File: config.mk
export PLATFORM = sky130hd
export DESIGN_NAME = spi_flash_front
export DESIGN_NICKNAME = d
export VERILOG_FILES = /design/src/rtl/spi_flash_front.sv
export SDC_FILE = /design/constraint.sdc
export NUM_CORES = 1
export LEC_CHECK = 0
export BUFFER_PORTS_ARGS = -buffer_cell sky130_fd_sc_hd__buf_2
export CAP_MARGIN = 20
export CORE_ASPECT_RATIO = 1.4
export CORE_UTILIZATION = 54
export DETAILED_ROUTE_END_ITERATION = 8
export MAX_ROUTING_LAYER = met4
export PLACE_DENSITY = 0.81
export SYNTH_ARGS = -nofsm -noshare
export SYNTH_HDL_FRONTEND = slang
export SYNTH_SLANG_ARGS = --single-unit
File: constraint.sdc
create_clock -name clk -period 2.7 [get_ports clk]
set_input_delay 0.405 -clock clk [delete_from_list [all_inputs] [get_ports clk]]
set_output_delay 0.405 -clock clk [all_outputs]
set_load 0.01 [all_outputs]
File: src/rtl/spi_flash_front.sv
module spi_flash_front #(
  parameter int IDX_W = 4
) (
  input  logic             clk,
  input  logic             rst_n,
  input  logic             cs_n_in,
  input  logic             sck_in,
  input  logic             si_in,
  input  logic             hold_n_in,
  input  logic             busy,
  input  logic [7:0]       tx_byte,
  output logic             so_data,
  output logic             so_oe,
  output logic             byte_vld,
  output logic [7:0]       byte_data,
  output logic [IDX_W-1:0] byte_idx,
  output logic             standby
);
  localparam logic [IDX_W-1:0] IDX_MAX = {IDX_W{1'b1}};

  logic [1:0] cs_q, sck_q, si_q, hold_q;
  logic       cs_d, sck_d, held;
  logic [2:0] bit_cnt;
  logic [6:0] rx_sr;
  logic [7:0] tx_sr;
  logic [IDX_W-1:0] idx;

  wire cs_s   = cs_q[1];
  wire sck_s  = sck_q[1];
  wire si_s   = si_q[1];
  wire hold_s = hold_q[1];

  wire sel    = ~cs_s;
  wire start  = sel & cs_d;
  wire held_n = sel & ~hold_s & (held | ~sck_s);
  wire run    = sel & ~held;
  wire rise   = run & sck_s & ~sck_d;
  wire fall   = run & ~sck_s & sck_d;

  assign so_data = tx_sr[7];

  always_ff @(posedge clk or negedge rst_n) begin
    if (!rst_n) begin
      cs_q      <= 2'b11;
      sck_q     <= 2'b00;
      si_q      <= 2'b00;
      hold_q    <= 2'b11;
      cs_d      <= 1'b1;
      sck_d     <= 1'b0;
      held      <= 1'b0;
      so_oe     <= 1'b0;
      standby   <= 1'b0;
      byte_vld  <= 1'b0;
      byte_data <= '0;
      byte_idx  <= '0;
      bit_cnt   <= '0;
      rx_sr     <= '0;
      tx_sr     <= '0;
      idx       <= '0;
    end else begin
      cs_q     <= {cs_q[0], cs_n_in};
      sck_q    <= {sck_q[0], sck_in};
      si_q     <= {si_q[0], si_in};
      hold_q   <= {hold_q[0], hold_n_in};
      cs_d     <= cs_s;
      sck_d    <= sck_s;
      held     <= held_n;
      so_oe    <= sel & ~held_n;
      standby  <= cs_s & ~busy;
      byte_vld <= 1'b0;
      if (!sel) begin
        bit_cnt <= '0;
      end else if (start) begin
        bit_cnt <= '0;
        idx     <= '0;
        tx_sr   <= tx_byte;
      end else begin
        if (rise) begin
          rx_sr   <= {rx_sr[5:0], si_s};
          bit_cnt <= bit_cnt + 3'd1;
          if (bit_cnt == 3'd7) begin
            byte_vld  <= 1'b1;
            byte_data <= {rx_sr, si_s};
            byte_idx  <= idx;
            if (idx != IDX_MAX) idx <= idx + 1'b1;
          end
        end
        if (fall) tx_sr <= (bit_cnt == 3'd0) ? tx_byte : {tx_sr[6:0], 1'b0};
      end
    end
  end


  frame_clear_chk: assert property (@(posedge clk) disable iff (!rst_n)
    $fell(cs_s) |=> (bit_cnt == 3'd0));

  strobe_single_chk: assert property (@(posedge clk) disable iff (!rst_n)
    byte_vld |=> !byte_vld);

  desel_quiet_chk: assert property (@(posedge clk) disable iff (!rst_n)
    cs_s |=> !so_oe);

  hold_freeze_chk: assert property (@(posedge clk) disable iff (!rst_n)
    (held && sel) |=> $stable(bit_cnt));

  hold_no_strobe_chk: assert property (@(posedge clk) disable iff (!rst_n)
    held |-> !byte_vld);

  busy_blocks_standby_chk: assert property (@(posedge clk) disable iff (!rst_n)
    busy |=> !standby);
endmodule

* Word level (Yosys, flattened, before mapping)
Cells that the tools add are included.
Word-level totals: register bits 48, bits of input ports 15, output and inout bits 16
Operators by class: add/sub/neg operators 2, equal/unequal tests 2, multiplexer cells 14, bitwise gates (word level) 19, reductions and logical operators 10
Operators with widths (count):
- two-way mux 8 bit | 3
- two-way mux 4 bit | 4
- AND 1 bit | 10
- two-way mux 3 bit | 3
- inverter 1 bit | 8
- AND reduction 4 bit | 2
- nonzero test 2 bit | 4
- adder 4 x 1 -> 4 bit, second input constant | 1
- two-way mux 1 bit | 4
- inequality test 4 bit, second input constant | 1
- adder 3 x 1 -> 3 bit, second input constant | 1
- == test 3 bit, second input constant | 1
- logical NOT 3 bit | 1
- AND reduction 3 bit | 1
- nonzero test 3 bit | 1
- AND reduction 2 bit | 1
- bitwise OR 1 bit | 1

* Logic depth before layout (Yosys ltp)
Gate-level depths: netlist of the first run.
depth after elaboration 7, gate-level depth with buffers 6, depth with buffers taken out 6

* Least setup slack after synthesis of the first run
Ideal clock, no wire load.
path kind register to register, from register bit_cnt[0], to register byte_data[0], arrival 1470 ps, data required time 2575 ps, path slack 1105 ps, stages on the path, launching flop included 6, path buffers 1, clock period less this slack 1595 ps, path through dfrtp_1 ha_1 ha_1 nand3_1 buf_2 mux2_2
Between the ends: longest elaborated chain between the ends 2
Ends and longest elaborated chain:
- start, declared | line 23 | logic [2:0] bit_cnt;
- start signal, assigned | line 80 | bit_cnt <= bit_cnt + 3'd1;
- == test 3 bit | line 81 | if (bit_cnt == 3'd7) begin
- AND reduction 4 bit (no source line)
- end signal, assigned | line 83 | byte_data <= {rx_sr, si_s};
- end, declared | line 15 | output logic [7:0] byte_data,
Every way passes these cells. A chain may end at the register's enable or synchronous reset.

* Worst setup path after layout of the first run
from register held, to register byte_idx[0]
Between the ends: longest elaborated chain between the ends 5
Ends and longest elaborated chain:
- start, declared | line 22 | logic cs_d, sck_d, held;
- start signal, assigned | line 67 | held <= held_n;
- inverter 1 bit | line 36 | wire run = sel & ~held;
- AND 1 bit | line 36
- AND 1 bit (2 in series) | line 37 | wire rise = run & sck_s & ~sck_d;
- AND reduction 4 bit (no source line)
- end signal, assigned | line 84 | byte_idx <= idx;
- end, declared | line 16 | output logic [IDX_W-1:0] byte_idx,
Every way passes these cells.

==> results of run 1 <==
-- timing repair --
item                                   4_1_cts  5_1_grt
hold buffers                                 0        1
endpoints found under the hold margin        0        4
buffers inserted                             0        0
-- metrics by stage --
stage	power [uW]	utilization	hold slack [ps]
global placement	904	0.638	334
global route	1400	0.676	179
finish	1330	0.676	194
detailed placement	914	0.638	341
CTS	1350	0.667	177
floorplan	867	-	109
-- layout make-up --
class	instances	area (sq um)	area share
timing repair buffer	32	180	0.0829
clock buffer	7	86.3	0.0397
multi-input combinational	82	624	0.287
clock inverter	1	7.51	0.00345
inverter	5	18.8	0.00864
tap	39	48.8	0.0225
sequential	48	1210	0.556
-- how the worst min path moves through the flow --
stage | from | endpoint | slack (ps) | cells past startpoint
finish | cs_n_in | cs_q[0] | 190 | 1
global route | cs_n_in | cs_q[0] | 180 | 1
CTS | cs_n_in | cs_q[0] | 180 | 1
detailed placement | si_q[0] | si_q[1] | 340 | 0
global placement | sck_q[0] | sck_q[1] | 330 | 0
floorplan | rst_n | bit_cnt[0] | 110 | 0
-- state kept, by name, summed over array words and instances, names as in the netlist --
name,cells
idx,4
bit_cnt,3
standby,1
rx_sr,7
byte_vld,1
sck_d,1
cs_q,2
sck_q,2
byte_data,8
held,1
si_q,2
cs_d,1
tx_sr,8
hold_q,2
so_oe,1
byte_idx,4
-- cells by family after synthesis --
kind of cell             count (synthesis)
adder cells (fa/ha/maj)                  4
multiplexers                            27
XOR/XNOR                                 2
flip-flops                              48
AO/OA/AOI/OAI                           16
buffers and inverters                    8
AND/OR/NAND/NOR                         33
-- cells in the mapped netlist (2+ instances only) --
| cell | n |
|---|---|
| sky130_fd_sc_hd__dfrtp_1 | 43 |
| sky130_fd_sc_hd__inv_1 | 5 |
| sky130_fd_sc_hd__nand3_1 | 5 |
| sky130_fd_sc_hd__nor2_1 | 4 |
| sky130_fd_sc_hd__nand4b_1 | 2 |
| sky130_fd_sc_hd__ha_1 | 4 |
| sky130_fd_sc_hd__clkbuf_1 | 2 |
| sky130_fd_sc_hd__mux2i_1 | 8 |
| sky130_fd_sc_hd__a21oi_1 | 2 |
| sky130_fd_sc_hd__nor3_1 | 4 |
| sky130_fd_sc_hd__mux2_2 | 19 |
| sky130_fd_sc_hd__o21ai_0 | 12 |
| sky130_fd_sc_hd__nand2_1 | 11 |
| sky130_fd_sc_hd__dfstp_2 | 5 |
| sky130_fd_sc_hd__nor2b_1 | 3 |
-- routing by layer --
layer / share of wire / up-vias / GRT usage / routed length, um
met2: 0.52 / 26 / 0.319 / 1530
met5: 0 / - / - / 0
met3: 0.044 / 6 / 0.0722 / 129
met1: 0.42 / 536 / 0.235 / 1220
met4: 0.016 / 0 / 0.0721 / 48
li1: - / 546 / - / -
-- layout by cell type, fill, tap and decap left out --
master,instances
sky130_fd_sc_hd__dfrtp_1,43
sky130_fd_sc_hd__buf_2,30
sky130_fd_sc_hd__mux2_2,19
sky130_fd_sc_hd__o21ai_0,12
sky130_fd_sc_hd__nand2_1,11
sky130_fd_sc_hd__mux2i_1,8
sky130_fd_sc_hd__clkbuf_8,6
sky130_fd_sc_hd__inv_1,5
sky130_fd_sc_hd__nand3_1,5
sky130_fd_sc_hd__dfstp_2,5
sky130_fd_sc_hd__nor3_1,4
sky130_fd_sc_hd__nor2_1,4
sky130_fd_sc_hd__ha_1,4
sky130_fd_sc_hd__nor2b_1,3
sky130_fd_sc_hd__nand4b_1,2
sky130_fd_sc_hd__a21oi_1,2
sky130_fd_sc_hd__nor3b_4,1
sky130_fd_sc_hd__nor3b_1,1
sky130_fd_sc_hd__o21bai_1,1
sky130_fd_sc_hd__nand2b_1,1
sky130_fd_sc_hd__o21ai_2,1
sky130_fd_sc_hd__or3_1,1
sky130_fd_sc_hd__xor2_1,1
sky130_fd_sc_hd__xnor2_1,1
sky130_fd_sc_hd__clkbuf_1,1
sky130_fd_sc_hd__clkinvlp_4,1
sky130_fd_sc_hd__dlygate4sd3_1,1
sky130_fd_sc_hd__buf_12,1
-- power groups by stage --
stage                     registers [uW]  logic (uW)  clock network (uW)
after detailed placement             820        93.9                   0
after global routing                 813         111                 473
after global placement               816        88.2                   0
after floorplan                      810        56.9                   0
after CTS                            806        94.2                 451
final                                805        96.3                 432
==> Implementation_results.wiki, run 1 <==
{| class="wikitable"
! Metric !! Value
|-
| Aggregate routed wire length || 2.94 mm
|-
| Arr. time, crit path || 2120 ps
|-
| Horizontal die dimension || 51.6 um
|-
| Latest clock arrival within the worst-skew pair || 300 ps
|-
| Vias per std cell || 5.21
|-
| Share of cells above drive strength 1 || 0.366
|-
| Share of the synthesized area in compound gates (AO/OA/AOI/OAI) || 0.0463
|-
| Net Switching || 304 uW
|-
| Area of the placeable core || 3210 sq um
|-
| Total negative slack for setup checks || 0 ps
|-
| Hold Crit Class || primary input to register
|-
| Final critical delay including setup and external delays || 1940 ps
|-
| GRT Resource Usage Total || 0.202
|-
| Total number of nets in the final design || 193
|-
| Routed length per placed instance || 13.7 um
|-
| Max FO, Critical Path || 13
|-
| Crit. path cell count || 3
|-
| Area after detailed placement || 2050 sq um
|-
| Portion of total power attributed to sequential cells || 0.604
|-
| Clock-pin slew on the worst setup and hold paths || 80 ps
|-
| Largest family of logic cells by synthesized area || multiplexers
|-
| Largest buffer count on any clock path || 2
|-
| Critical path's slowest cell || sky130_fd_sc_hd__nand3_1
|-
| Simple-Gate Fraction of Synth Area || 0.0947
|-
| Initial core utilization || 0.580
|-
| Number of library cell types mapped by synthesis || 24
|-
| Cell taking the most area after synthesis || sky130_fd_sc_hd__dfrtp_1
|-
| Result of the run || complete, no violations
|-
| Nature of the critical path startpoint || register
|-
| Post-synth top area share || 0.578
|-
| Power per cell area || 613 nW/um^2
|-
| Placed Cells incl. Taps || 204
|-
| Global-route wire length before repair || 5.13 mm
|-
| Setup Crit Path Kind || register to register
|-
| Post-layout instance count excluding filler cells || 214
|-
| Worst Slack Setup Final || 764 ps
|-
| Vias in the first global route || 1144
|-
| Total congestion overflow after global routing || 0
|-
| Root Buffer Master || sky130_fd_sc_hd__clkbuf_8
|-
| Reg2Reg Depth || 3
|-
| Die extent in y || 71.5 um
|-
| Most used flip-flop cell after synthesis || sky130_fd_sc_hd__dfrtp_1
|-
| Iteration count of the initial detailed-routing pass || 4
|-
| Routability Congestion || 0.798
|-
| CP cell instances || nor3b_4 > nand3_1 > mux2_2
|-
| Combinational share of power || 0.072
|-
| Multiplexer area fraction after synthesis || 0.158
|-
| Synth Instances || 138
|-
| Slew Viols, Final || 0
|-
| Antenna diode count || 0
|-
| Num ports || 31
|-
| Ys Warns || 0
|-
| Critical Path End Type || register
|-
| Worst Setup Slack post-DPL || 746 ps
|-
| Initial antenna violation count || 0
|-
| RSZ-0062 raised after global routing || no
|-
| Total number of clock tree sinks || 48
|-
| Post_cts resized || 0
|-
| Number of buffers added by the clock tree synthesis step || 5
|-
| Critical path launch point || held
|-
| Worst-case clock skew || 3.85 ps
|-
| Main area contributors after synthesis || sky130_fd_sc_hd__dfrtp_1 58%, sky130_fd_sc_hd__mux2_2 11%, sky130_fd_sc_hd__dfstp_2 7.1%
|-
| Syn_nets || 157
|-
| Dominant delay contributor by cell family on the critical path || simple AND/OR/NAND/NOR gates
|-
| Share of flip-flops with an asynchronous set or reset || 1.00
|-
| Buf+Inv Stages, Crit Path || 0
|-
| Cell internal power dissipation || 1030 uW
|-
| Clock network power share || 0.324
|-
| Hold violation count in the final report || 0
|-
| Biggest cell delay along the critical path || 540 ps
|-
| Peak supply drop || 0.000561 V
|-
| Total number of H-tree levels || 2
|-
| Slew of the pin with the lowest slew margin || 881 ps
|-
| Per-instance average area after synthesis || 13.5 sq um
|-
| Filler instances || 245
|-
| First DRT Iteration DRCs || 21
|-
| Highest clock rate || 0.516 GHz
|-
| Worst flop-to-flop path endpoint || byte_idx[0]
|-
| Standby leakage power || 0.00114 uW
|-
| Adder-cell share of the synthesized area || 0.0269
|-
| Relative slew slack || 0.411
|-
| Fraction of synthesized cell area in xor and xnor cells || 0.00940
|-
| Reg2reg start || held
|-
| Reg-to-reg setup timing slack || 760 ps
|-
| Seq/Total Area, Yosys || 0.648
|-
| Final Instance Area || 2170 sq um
|-
| Cell row count || 24
|-
| CTS tree || built
|-
| Worst setup path endpoint || byte_idx[0]
|-
| Switching part of the total || 0.228
|-
| Flops & latches, synth || 48
|-
| Worst endpoint required time || 2890 ps
|-
| Synth Cell Area || 1860 sq um
|-
| Pin count of the biggest net entering global routing || 49
|-
| Layout area overhead || 16.7%
|-
| Max-cap violations || 0
|-
| Final period utilization || 0.717
|-
| Post-synth EDFFs || 0
|-
| Number of port buffers || 30
|-
| Number of DRC violations after detailed routing || 0
|-
| Final antenna-violating net count || 0
|-
| Post-DP HPWL || 2.09 mm
|-
| Vias after detailed routing || 1114
|-
| Number of setup violations in the final report || 0
|-
| Die area || 3690 sq um
|}
No activity file was read; power rests on OpenSTA's default activity.
==> run 2: changes to the inputs <==
--- a/config.mk
+++ b/config.mk
@@ -8,10 +8,10 @@
 export BUFFER_PORTS_ARGS = -buffer_cell sky130_fd_sc_hd__buf_2
 export CAP_MARGIN = 20
 export CORE_ASPECT_RATIO = 1.4
-export CORE_UTILIZATION = 54
+export CORE_UTILIZATION = 49
 export DETAILED_ROUTE_END_ITERATION = 8
 export MAX_ROUTING_LAYER = met4
-export PLACE_DENSITY = 0.81
+export PLACE_DENSITY = 0.78
 export SYNTH_ARGS = -nofsm -noshare
 export SYNTH_HDL_FRONTEND = slang
 export SYNTH_SLANG_ARGS = --single-unit
==> constraint.sdc (replaced) <==
create_clock -name clk -period 1.71 [get_ports clk]
set_input_delay 0.2565 -clock clk [delete_from_list [all_inputs] [get_ports clk]]
set_output_delay 0.2565 -clock clk [all_outputs]
set_load 0.01 [all_outputs]
==> run 2 against run 1 <==
Against the previous run:
- clock skew rose by 0.94 ps
- die area rose by 9.9%
- non-clock buffer count rose by 2
- sequential power rose by 58%
- worst setup slack got worse by 680 ps
- critical path depth rose by 1
- total power rose by 67%
- largest power group unchanged
- highest routed layer unchanged
==> Implementation_results.wiki, run 2 (synthesized netlist as in run 1, its figures left out) <==
{| class="wikitable"
! Metric !! Value
|-
| Result of the run || complete, no violations (unchanged)
|-
| Total congestion overflow after global routing || 0 (unchanged)
|-
| Final antenna-violating net count || 0 (unchanged)
|-
| Max FO, Critical Path || 8 (was 13)
|-
| Busiest layer in global routing || met2 (unchanged)
|-
| Arr. time, crit path || 1860 ps (was 2120 ps)
|-
| Vias per std cell || 5.34 (was 5.21)
|-
| Standby leakage power || 0.00117 uW (was 0.00114 uW)
|-
| Power per cell area || 1000 nW/um^2 (was 613 nW/um^2)
|-
| Dominant delay contributor by cell family on the critical path || simple AND/OR/NAND/NOR gates (unchanged)
|-
| CTS tree || built (unchanged)
|-
| CP cell instances || nor3b_4 > nand4b_1 > or3_1 > a21oi_1 (was nor3b_4 > nand3_1 > mux2_2)
|-
| Largest buffer count on any clock path || 2 (unchanged)
|-
| Final Instance Area || 2220 sq um (was 2170 sq um)
|-
| Aggregate routed wire length || 3.14 mm (was 2.94 mm)
|-
| Worst Setup Slack post-DPL || 62.8 ps (was 746 ps)
|-
| Horizontal die dimension || 54.1 um (was 51.6 um)
|-
| Worst Slack Setup Final || 84.4 ps (was 764 ps)
|-
| Most common library cell in the layout ignoring fill and taps || sky130_fd_sc_hd__dfrtp_1 (unchanged)
|-
| Highest clock rate || 0.615 GHz (was 0.516 GHz)
|-
| Slew Viols, Final || 0 (unchanged)
|-
| Total number of H-tree levels || 2 (unchanged)
|-
| Relative slew slack || 0.620 (was 0.411)
|-
| Setup Crit Path Kind || register to register (unchanged)
|-
| Routed length per placed instance || 14.3 um (was 13.7 um)
|-
| Root Buffer Master || sky130_fd_sc_hd__clkbuf_8 (unchanged)
|-
| Die extent in y || 75.0 um (was 71.5 um)
|-
| Fin Hold WS || 23.6 ps (was 194 ps)
|-
| Number of setup buffers added after CTS || 0 (unchanged)
|-
| Global-route wire length before repair || 5.19 mm (was 5.13 mm)
|-
| Initial core utilization || 0.511 (was 0.580)
|-
| Biggest cell delay along the critical path || 430 ps (was 540 ps)
|-
| Hold violation count in the final report || 0 (unchanged)
|-
| Number of port buffers || 30 (unchanged)
|-
| GRT Resource Usage Total || 0.189 (was 0.202)
|-
| Total negative slack for setup checks || 0 ps (unchanged)
|-
| RSZ-0062 raised after global routing || no (unchanged)
|-
| Vias after detailed routing || 1169 (was 1114)
|-
| Vias in the first global route || 1222 (was 1144)
|-
| Share of cells above drive strength 1 || 0.390 (was 0.366)
|-
| Highest-count cells in the layout ignoring fill and taps || 43 x sky130_fd_sc_hd__dfrtp_1, 30 x sky130_fd_sc_hd__buf_2, 19 x sky130_fd_sc_hd__mux2_2 (unchanged)
|-
| Max-cap violations || 0 (unchanged)
|-
| Reg2reg start || held (unchanged)
|-
| Slew of the pin with the lowest slew margin || 570 ps (was 881 ps)
|-
| Latest clock arrival within the worst-skew pair || 300 ps (about the same)
|-
| Met1 capacity usage during global routing || 0.186 (was 0.235)
|-
| Biggest regs || byte_data: 8 flops, tx_sr: 8 flops, rx_sr: 7 flops (unchanged)
|-
| Area after detailed placement || 2100 sq um (was 2050 sq um)
|-
| Reg2Reg Depth || 4 (was 3)
|-
| Worst endpoint required time || 1940 ps (was 2890 ps)
|-
| Total number of nets in the final design || 195 (was 193)
|-
| Reg-to-reg setup timing slack || 80 ps (was 760 ps)
|-
| Antenna diode count || 0 (unchanged)
|-
| Critical path's slowest cell || sky130_fd_sc_hd__dfrtp_1 (was sky130_fd_sc_hd__nand3_1)
|-
| Area of the placeable core || 3640 sq um (was 3210 sq um)
|-
| Pin count of the biggest net entering global routing || 49 (unchanged)
|-
| Routability Congestion || 0.734 (was 0.798)
|-
| Clock-pin slew on the worst setup and hold paths || 80 ps (about the same)
|-
| Worst flop-to-flop path endpoint || idx[3] (was byte_idx[0])
|-
| Total number of clock tree sinks || 48 (unchanged)
|-
| Number of setup violations in the final report || 0 (unchanged)
|-
| Post-layout instance count excluding filler cells || 219 (was 214)
|-
| First DRT Iteration DRCs || 35 (was 21)
|-
| GR Util met2 || 0.342 (was 0.319)
|-
| Fraction of met3 tracks used by global routing || 0.0626 (was 0.0722)
|-
| Placed Cells incl. Taps || 211 (was 204)
|-
| Final period utilization || 0.951 (was 0.717)
|-
| Post-DP HPWL || 2.24 mm (was 2.09 mm)
|-
| Final critical delay including setup and external delays || 1630 ps (was 1940 ps)
|-
| Peak supply drop || 0.000846 V (was 0.000561 V)
|-
| Layout area overhead || 19.1% (was 16.7%)
|-
| Number of DRC violations after detailed routing || 0 (unchanged)
|-
| Critical Path End Type || register (unchanged)
|-
| Worst-case clock skew || 4.79 ps (was 3.85 ps)
|-
| Initial antenna violation count || 0 (unchanged)
|-
| Num ports || 31 (unchanged)
|-
| Die area || 4060 sq um (was 3690 sq um)
|-
| Hold Crit Class || primary input to async pin (was primary input to register)
|-
| Number of buffers added by the clock tree synthesis step || 5 (unchanged)
|-
| Buf+Inv Stages, Crit Path || 0 (unchanged)
|-
| Crit. path cell count || 4 (was 3)
|-
| Iteration count of the initial detailed-routing pass || 4 (unchanged)
|-
| Cell row count || 26 (was 24)
|-
| Nature of the critical path startpoint || register (unchanged)
|}
## run 2: changes by cell type in the layout (fill, tap and decap cells not counted), sizes merged
cell,delta
buf,+3
bufinv,+1
clkbuf,-2
clkinv,+1
dlygate4sd3,-1
## run 2: where the power goes
group	leakage (uW)	internal, uW	switching [uW]
Sequential	0.000619	1220	53.5
Clock	0.0000541	432	369
Combinational	0.000494	75.6	76.3
Total	0.00117	1730	499
## run 2: routing by layer
layer / part of all wire / up-vias
met4: 0.0089 / 0
met2: 0.56 / 33
met5: 0 / -
met3: 0.050 / 4
met1: 0.38 / 584
li1: - / 548
## run 2: final cells by class
class / instances / area [sq um]
Timing Repair Buffer: 34 / 193
Tap cell: 42 / 52.6
Fill cell: 296 / 1430
Multi-Input combinational cell: 82 / 636
Sequential cell: 48 / 1210
Inverter: 5 / 18.8
Clock buffer: 5 / 68.8
Clock inverter: 3 / 42.5
## run 2: worst max path at each step
stage / startpoint / end
2_1_floorplan: bit_cnt[0] / byte_data[0]
3_3_place_gp: sck_d / tx_sr[0]
3_5_place_dp: sck_d / tx_sr[2]
4_1_cts: sck_d / tx_sr[2]
5_1_grt: held / idx[3]
6_report: held / idx[3]
## run 2: metrics by stage
step	utilization	power (uW)
after detailed placement	0.575	1450
after global routing	0.609	2330
after CTS	0.606	2250
after global placement	0.575	1430
final	0.609	2230
after floorplan	-	1370
## run 2: timing repair
action	4_1_cts	5_1_grt
setup endpoints to repair	0	8
resized for setup	0	2
hold buffers	0	0
==> run 3: changes to the inputs <==
--- a/config.mk
+++ b/config.mk
@@ -5,13 +5,15 @@
 export SDC_FILE = /design/constraint.sdc
 export NUM_CORES = 1
 export LEC_CHECK = 0
+export ABC_AREA = 1
 export BUFFER_PORTS_ARGS = -buffer_cell sky130_fd_sc_hd__buf_2
 export CAP_MARGIN = 20
 export CORE_ASPECT_RATIO = 1.4
-export CORE_UTILIZATION = 49
+export CORE_UTILIZATION = 50
 export DETAILED_ROUTE_END_ITERATION = 8
 export MAX_ROUTING_LAYER = met4
-export PLACE_DENSITY = 0.78
+export PLACE_DENSITY = 0.79
+export SKIP_LAST_GASP = 1
 export SYNTH_ARGS = -nofsm -noshare
 export SYNTH_HDL_FRONTEND = slang
 export SYNTH_SLANG_ARGS = --single-unit
==> run 3 against run 2 <==
Against the previous run:
- global-route usage decreased by 1.2 points
- worst hold slack improved by 24 ps
- critical path depth increased by 3
- register-to-register slack improved by 220 ps
- synthesized area increased by 5.9%
- critical path type unchanged
- count of clock-buffer cells in the layout increased by 1
- fmax increased by 16%
- clock skew increased by 4.6 ps
- wire length decreased by 2.3%
- clock power decreased by 19%
==> Implementation_results.wiki, run 3 <==
{| class="wikitable"
! Metric !! Value
|-
| Result of the run || complete, no violations (unchanged)
|-
| Iteration count of the initial detailed-routing pass || 4 (unchanged)
|-
| Cell row count || 26 (unchanged)
|-
| Portion of total power attributed to sequential cells || 0.602 (was 0.572)
|-
| Worst Setup Slack post-DPL || 307 ps (was 62.8 ps)
|-
| Ys Warns || 0 (unchanged)
|-
| Vias in the first global route || 1243 (was 1222)
|-
| Terminating pin of the worst hold path || cs_q[0]
|-
| Arr. time, crit path || 1600 ps (was 1860 ps)
|-
| First DRT Iteration DRCs || 36 (was 35)
|-
| Highest-count cells in the layout ignoring fill and taps || 72 x sky130_fd_sc_hd__nand2_1, 43 x sky130_fd_sc_hd__dfrtp_1, 30 x sky130_fd_sc_hd__buf_2 (was 43 x sky130_fd_sc_hd__dfrtp_1, 30 x sky130_fd_sc_hd__buf_2, 19 x sky130_fd_sc_hd__mux2_2)
|-
| Flops & latches, synth || 48 (unchanged)
|-
| CTS tree || built (unchanged)
|-
| Vias per std cell || 4.76 (was 5.34)
|-
| Global-route wire length before repair || 5.20 mm (was 5.19 mm)
|-
| Total number of H-tree levels || 2 (unchanged)
|-
| Biggest regs || byte_data: 8 flops, tx_sr: 8 flops, rx_sr: 7 flops (unchanged)
|-
| Highest clock rate || 0.711 GHz (was 0.615 GHz)
|-
| Combinational share of power || 0.104 (was 0.068)
|-
| Initial core utilization || 0.532 (was 0.511)
|-
| Net Switching || 574 uW (was 499 uW)
|-
| Main area contributors after synthesis || sky130_fd_sc_hd__dfrtp_1 55%, sky130_fd_sc_hd__nand2_1 14%, sky130_fd_sc_hd__dfstp_2 6.7% (was sky130_fd_sc_hd__dfrtp_1 58%, sky130_fd_sc_hd__mux2_2 11%, sky130_fd_sc_hd__dfstp_2 7.1%)
|-
| Area of the placeable core || 3710 sq um (was 3640 sq um)
|-
| Horizontal die dimension || 55.1 um (was 54.1 um)
|-
| Multi-input gate area || 626 sq um (was 636 sq um)
|-
| Slew Viols, Final || 0 (unchanged)
|-
| Post-layout instance count excluding filler cells || 285 (was 219)
|-
| Number of port buffers || 30 (unchanged)
|-
| Number of DRC violations after detailed routing || 0 (unchanged)
|-
| Cell internal power dissipation || 1620 uW (was 1730 uW)
|-
| Nature of the critical path startpoint || register (unchanged)
|-
| GRT Resource Usage Total || 0.177 (was 0.189)
|-
| Syn_nets || 225 (was 157)
|-
| Relative slew slack || 0.744 (was 0.620)
|-
| Hold Crit Class || primary input to register (was primary input to async pin)
|-
| Number of buffers added by the clock tree synthesis step || 5 (unchanged)
|-
| Post_cts resized || 0 (unchanged)
|-
| Peak supply drop || 0.000782 V (was 0.000846 V)
|-
| RSZ-0062 raised after global routing || no (unchanged)
|-
| Clock-pin slew on the worst setup and hold paths || 80 ps (about the same)
|-
| Num ports || 31 (unchanged)
|-
| Final period utilization || 0.822 (was 0.951)
|-
| Most common library cell in the layout ignoring fill and taps || sky130_fd_sc_hd__nand2_1 (was sky130_fd_sc_hd__dfrtp_1)
|-
| Most common cell in the synthesized netlist || sky130_fd_sc_hd__nand2_1 (was sky130_fd_sc_hd__dfrtp_1)
|-
| Routed length per placed instance || 10.7 um (was 14.3 um)
|-
| Instance count along the most critical hold path || 1
|-
| FF+latch area || 1210 sq um (unchanged)
|-
| Placed Cells incl. Taps || 276 (was 211)
|-
| Reg-to-reg setup timing slack || 300 ps (was 80 ps)
|-
| Worst endpoint required time || 1900 ps (was 1940 ps)
|-
| Hold violation count in the final report || 0 (unchanged)
|-
| Root Buffer Master || sky130_fd_sc_hd__clkbuf_8 (unchanged)
|-
| Die area || 4210 sq um (was 4060 sq um)
|-
| Number of setup violations in the final report || 0 (unchanged)
|-
| Final critical delay including setup and external delays || 1410 ps (was 1630 ps)
|-
| Most used flip-flop cell after synthesis || sky130_fd_sc_hd__dfrtp_1 (unchanged)
|-
| Final antenna-violating net count || 0 (unchanged)
|-
| Post-synth top cells || 72 x sky130_fd_sc_hd__nand2_1, 43 x sky130_fd_sc_hd__dfrtp_1, 24 x sky130_fd_sc_hd__inv_1, 10 x sky130_fd_sc_hd__nor2_1, 10 x sky130_fd_sc_hd__o21ai_0 (was 43 x sky130_fd_sc_hd__dfrtp_1, 19 x sky130_fd_sc_hd__mux2_2, 12 x sky130_fd_sc_hd__o21ai_0, 11 x sky130_fd_sc_hd__nand2_1, 8 x sky130_fd_sc_hd__mux2i_1)
|-
| Critical Path End Type || register (unchanged)
|-
| Latest clock arrival within the worst-skew pair || 300 ps (about the same)
|-
| Clock network power share || 0.294 (was 0.360)
|-
| Vias after detailed routing || 1356 (was 1169)
|-
| Seq/Total Area, Yosys || 0.612 (was 0.648)
|-
| Per-instance average area after synthesis || 9.58 sq um (was 13.5 sq um)
|-
| Worst-case clock skew || 9.43 ps (was 4.79 ps)
|-
| Routability Congestion || 0.847 (was 0.734)
|-
| Largest buffer count on any clock path || 2 (unchanged)
|-
| Total number of clock tree sinks || 48 (unchanged)
|-
| Worst Slack Setup Final || 304 ps (was 84.4 ps)
|-
| Synth Instances || 206 (was 138)
|-
| Max-cap violations || 0 (unchanged)
|-
| Post-synth EDFFs || 0 (unchanged)
|-
| Total number of nets in the final design || 261 (was 195)
|-
| Die extent in y || 76.3 um (was 75.0 um)
|-
| Total negative slack for setup checks || 0 ps (unchanged)
|-
| Standby leakage power || 0.00123 uW (was 0.00117 uW)
|-
| Pin count of the biggest net entering global routing || 21 (was 49)
|-
| Max FO, Critical Path || 20 (was 8)
|-
| Antenna diode count || 0 (unchanged)
|-
| Post-synth top area share || 0.545 (was 0.578)
|-
| Reg2Reg Depth || 7 (was 4)
|-
| Aggregate routed wire length || 3.06 mm (was 3.14 mm)
|-
| Power per cell area || 977 nW/um^2 (was 1000 nW/um^2)
|-
| Post-DP HPWL || 2.17 mm (was 2.24 mm)
|-
| Reg2reg start || cs_q[1] (was held)
|-
| Initial antenna violation count || 0 (unchanged)
|-
| Slew of the pin with the lowest slew margin || 384 ps (was 570 ps)
|-
| Layout area overhead || 13.8% (was 19.1%)
|-
| Total congestion overflow after global routing || 0 (unchanged)
|-
| Setup Crit Path Kind || register to register (unchanged)
|-
| Synth Cell Area || 1970 sq um (was 1860 sq um)
|-
| Share of cells above drive strength 1 || 0.218 (was 0.390)
|-
| Switching part of the total || 0.262 (was 0.224)
|-
| Cell taking the most area after synthesis || sky130_fd_sc_hd__dfrtp_1 (unchanged)
|-
| Worst flop-to-flop path endpoint || byte_idx[1] (was idx[3])
|-
| Filler instances || 343 (was 296)
|-
| Worst Min Path Start || cs_n_in
|-
| Number of library cell types mapped by synthesis || 22 (was 24)
|-
| Share of flip-flops with an asynchronous set or reset || 1.00 (unchanged)
|}
## run 3: worst max-delay path by stage
stage	start	to	slack, ps	cells after the start
global placement	held	byte_data[0]	310	6
detailed placement	cs_q[1]	byte_idx[1]	310	7
floorplan	cs_q[1]	tx_sr[1]	420	6
CTS	cs_q[1]	byte_idx[1]	280	7
global route	held	byte_idx[3]	160	6
finish	cs_q[1]	byte_idx[1]	300	7
## run 3: critical path: stages, from the launching register on
cell and delay, ps:
sky130_fd_sc_hd__dfstp_2 590, sky130_fd_sc_hd__nor2_2 60, sky130_fd_sc_hd__nand2_2 140, sky130_fd_sc_hd__nor2_8 80
sky130_fd_sc_hd__nand2_4 200, sky130_fd_sc_hd__clkinv_4 100, sky130_fd_sc_hd__nand2_1 70, sky130_fd_sc_hd__nand2_1 50
## run 3: final cells by class
type,instances,share of cell area
tap,42,0.0234
multi-input combinational,129,0.279
clock inverter,2,0.00557
inverter,25,0.0440
sequential,48,0.538
clock buffer,6,0.0323
timing repair buffer,33,0.0780
## run 3: through the flow
step	power (uW)	hold WS, ps	cell area [sq um]	utilization
floorplan	1480	-39.1	1970	-
global placement	1560	192	2150	0.580
detailed placement	1570	207	2150	0.580
CTS	2220	36.5	2240	0.605
global route	2320	26.6	2240	0.605
finish	2190	48.1	2240	0.605
## run 3: cells by family (layout without fill, tap and decap cells)
logic type               count (synthesis)  in the layout  share of synthesized area
AND/OR/NAND/NOR                         99             99                      0.216
flip-flops                              48             48                      0.612
adder cells (fa/ha/maj)                  4              4                     0.0254
buffers and inverters                   29             66                     0.0710
AO/OA/AOI/OAI                           26             26                     0.0761
## run 3: what timing repair did
action                                 in CTS  in global routing
buffers inserted                            0                  0
endpoints found under the hold margin      14                  0
hold buffers                                1                  0
## run 3: routing by layer
| metal | vias to the layer above | track usage | part of all wire |
|---|---|---|---|
| met3 | 8 | 0.0639 | 0.043 |
| met2 | 32 | 0.270 | 0.48 |
| met4 | 0 | 0.0675 | 0.018 |
| met5 | - | - | 0 |
| li1 | 715 | - | - |
| met1 | 601 | 0.210 | 0.46 |
## run 3: power groups by stage
stage | Combinational (uW) | Sequential (uW) | Clock (uW)
floorplan | 157 | 1320 | 0
global placement | 225 | 1340 | 0
detailed placement | 231 | 1340 | 0
CTS | 234 | 1320 | 668
global route | 274 | 1330 | 715
finish | 228 | 1320 | 645
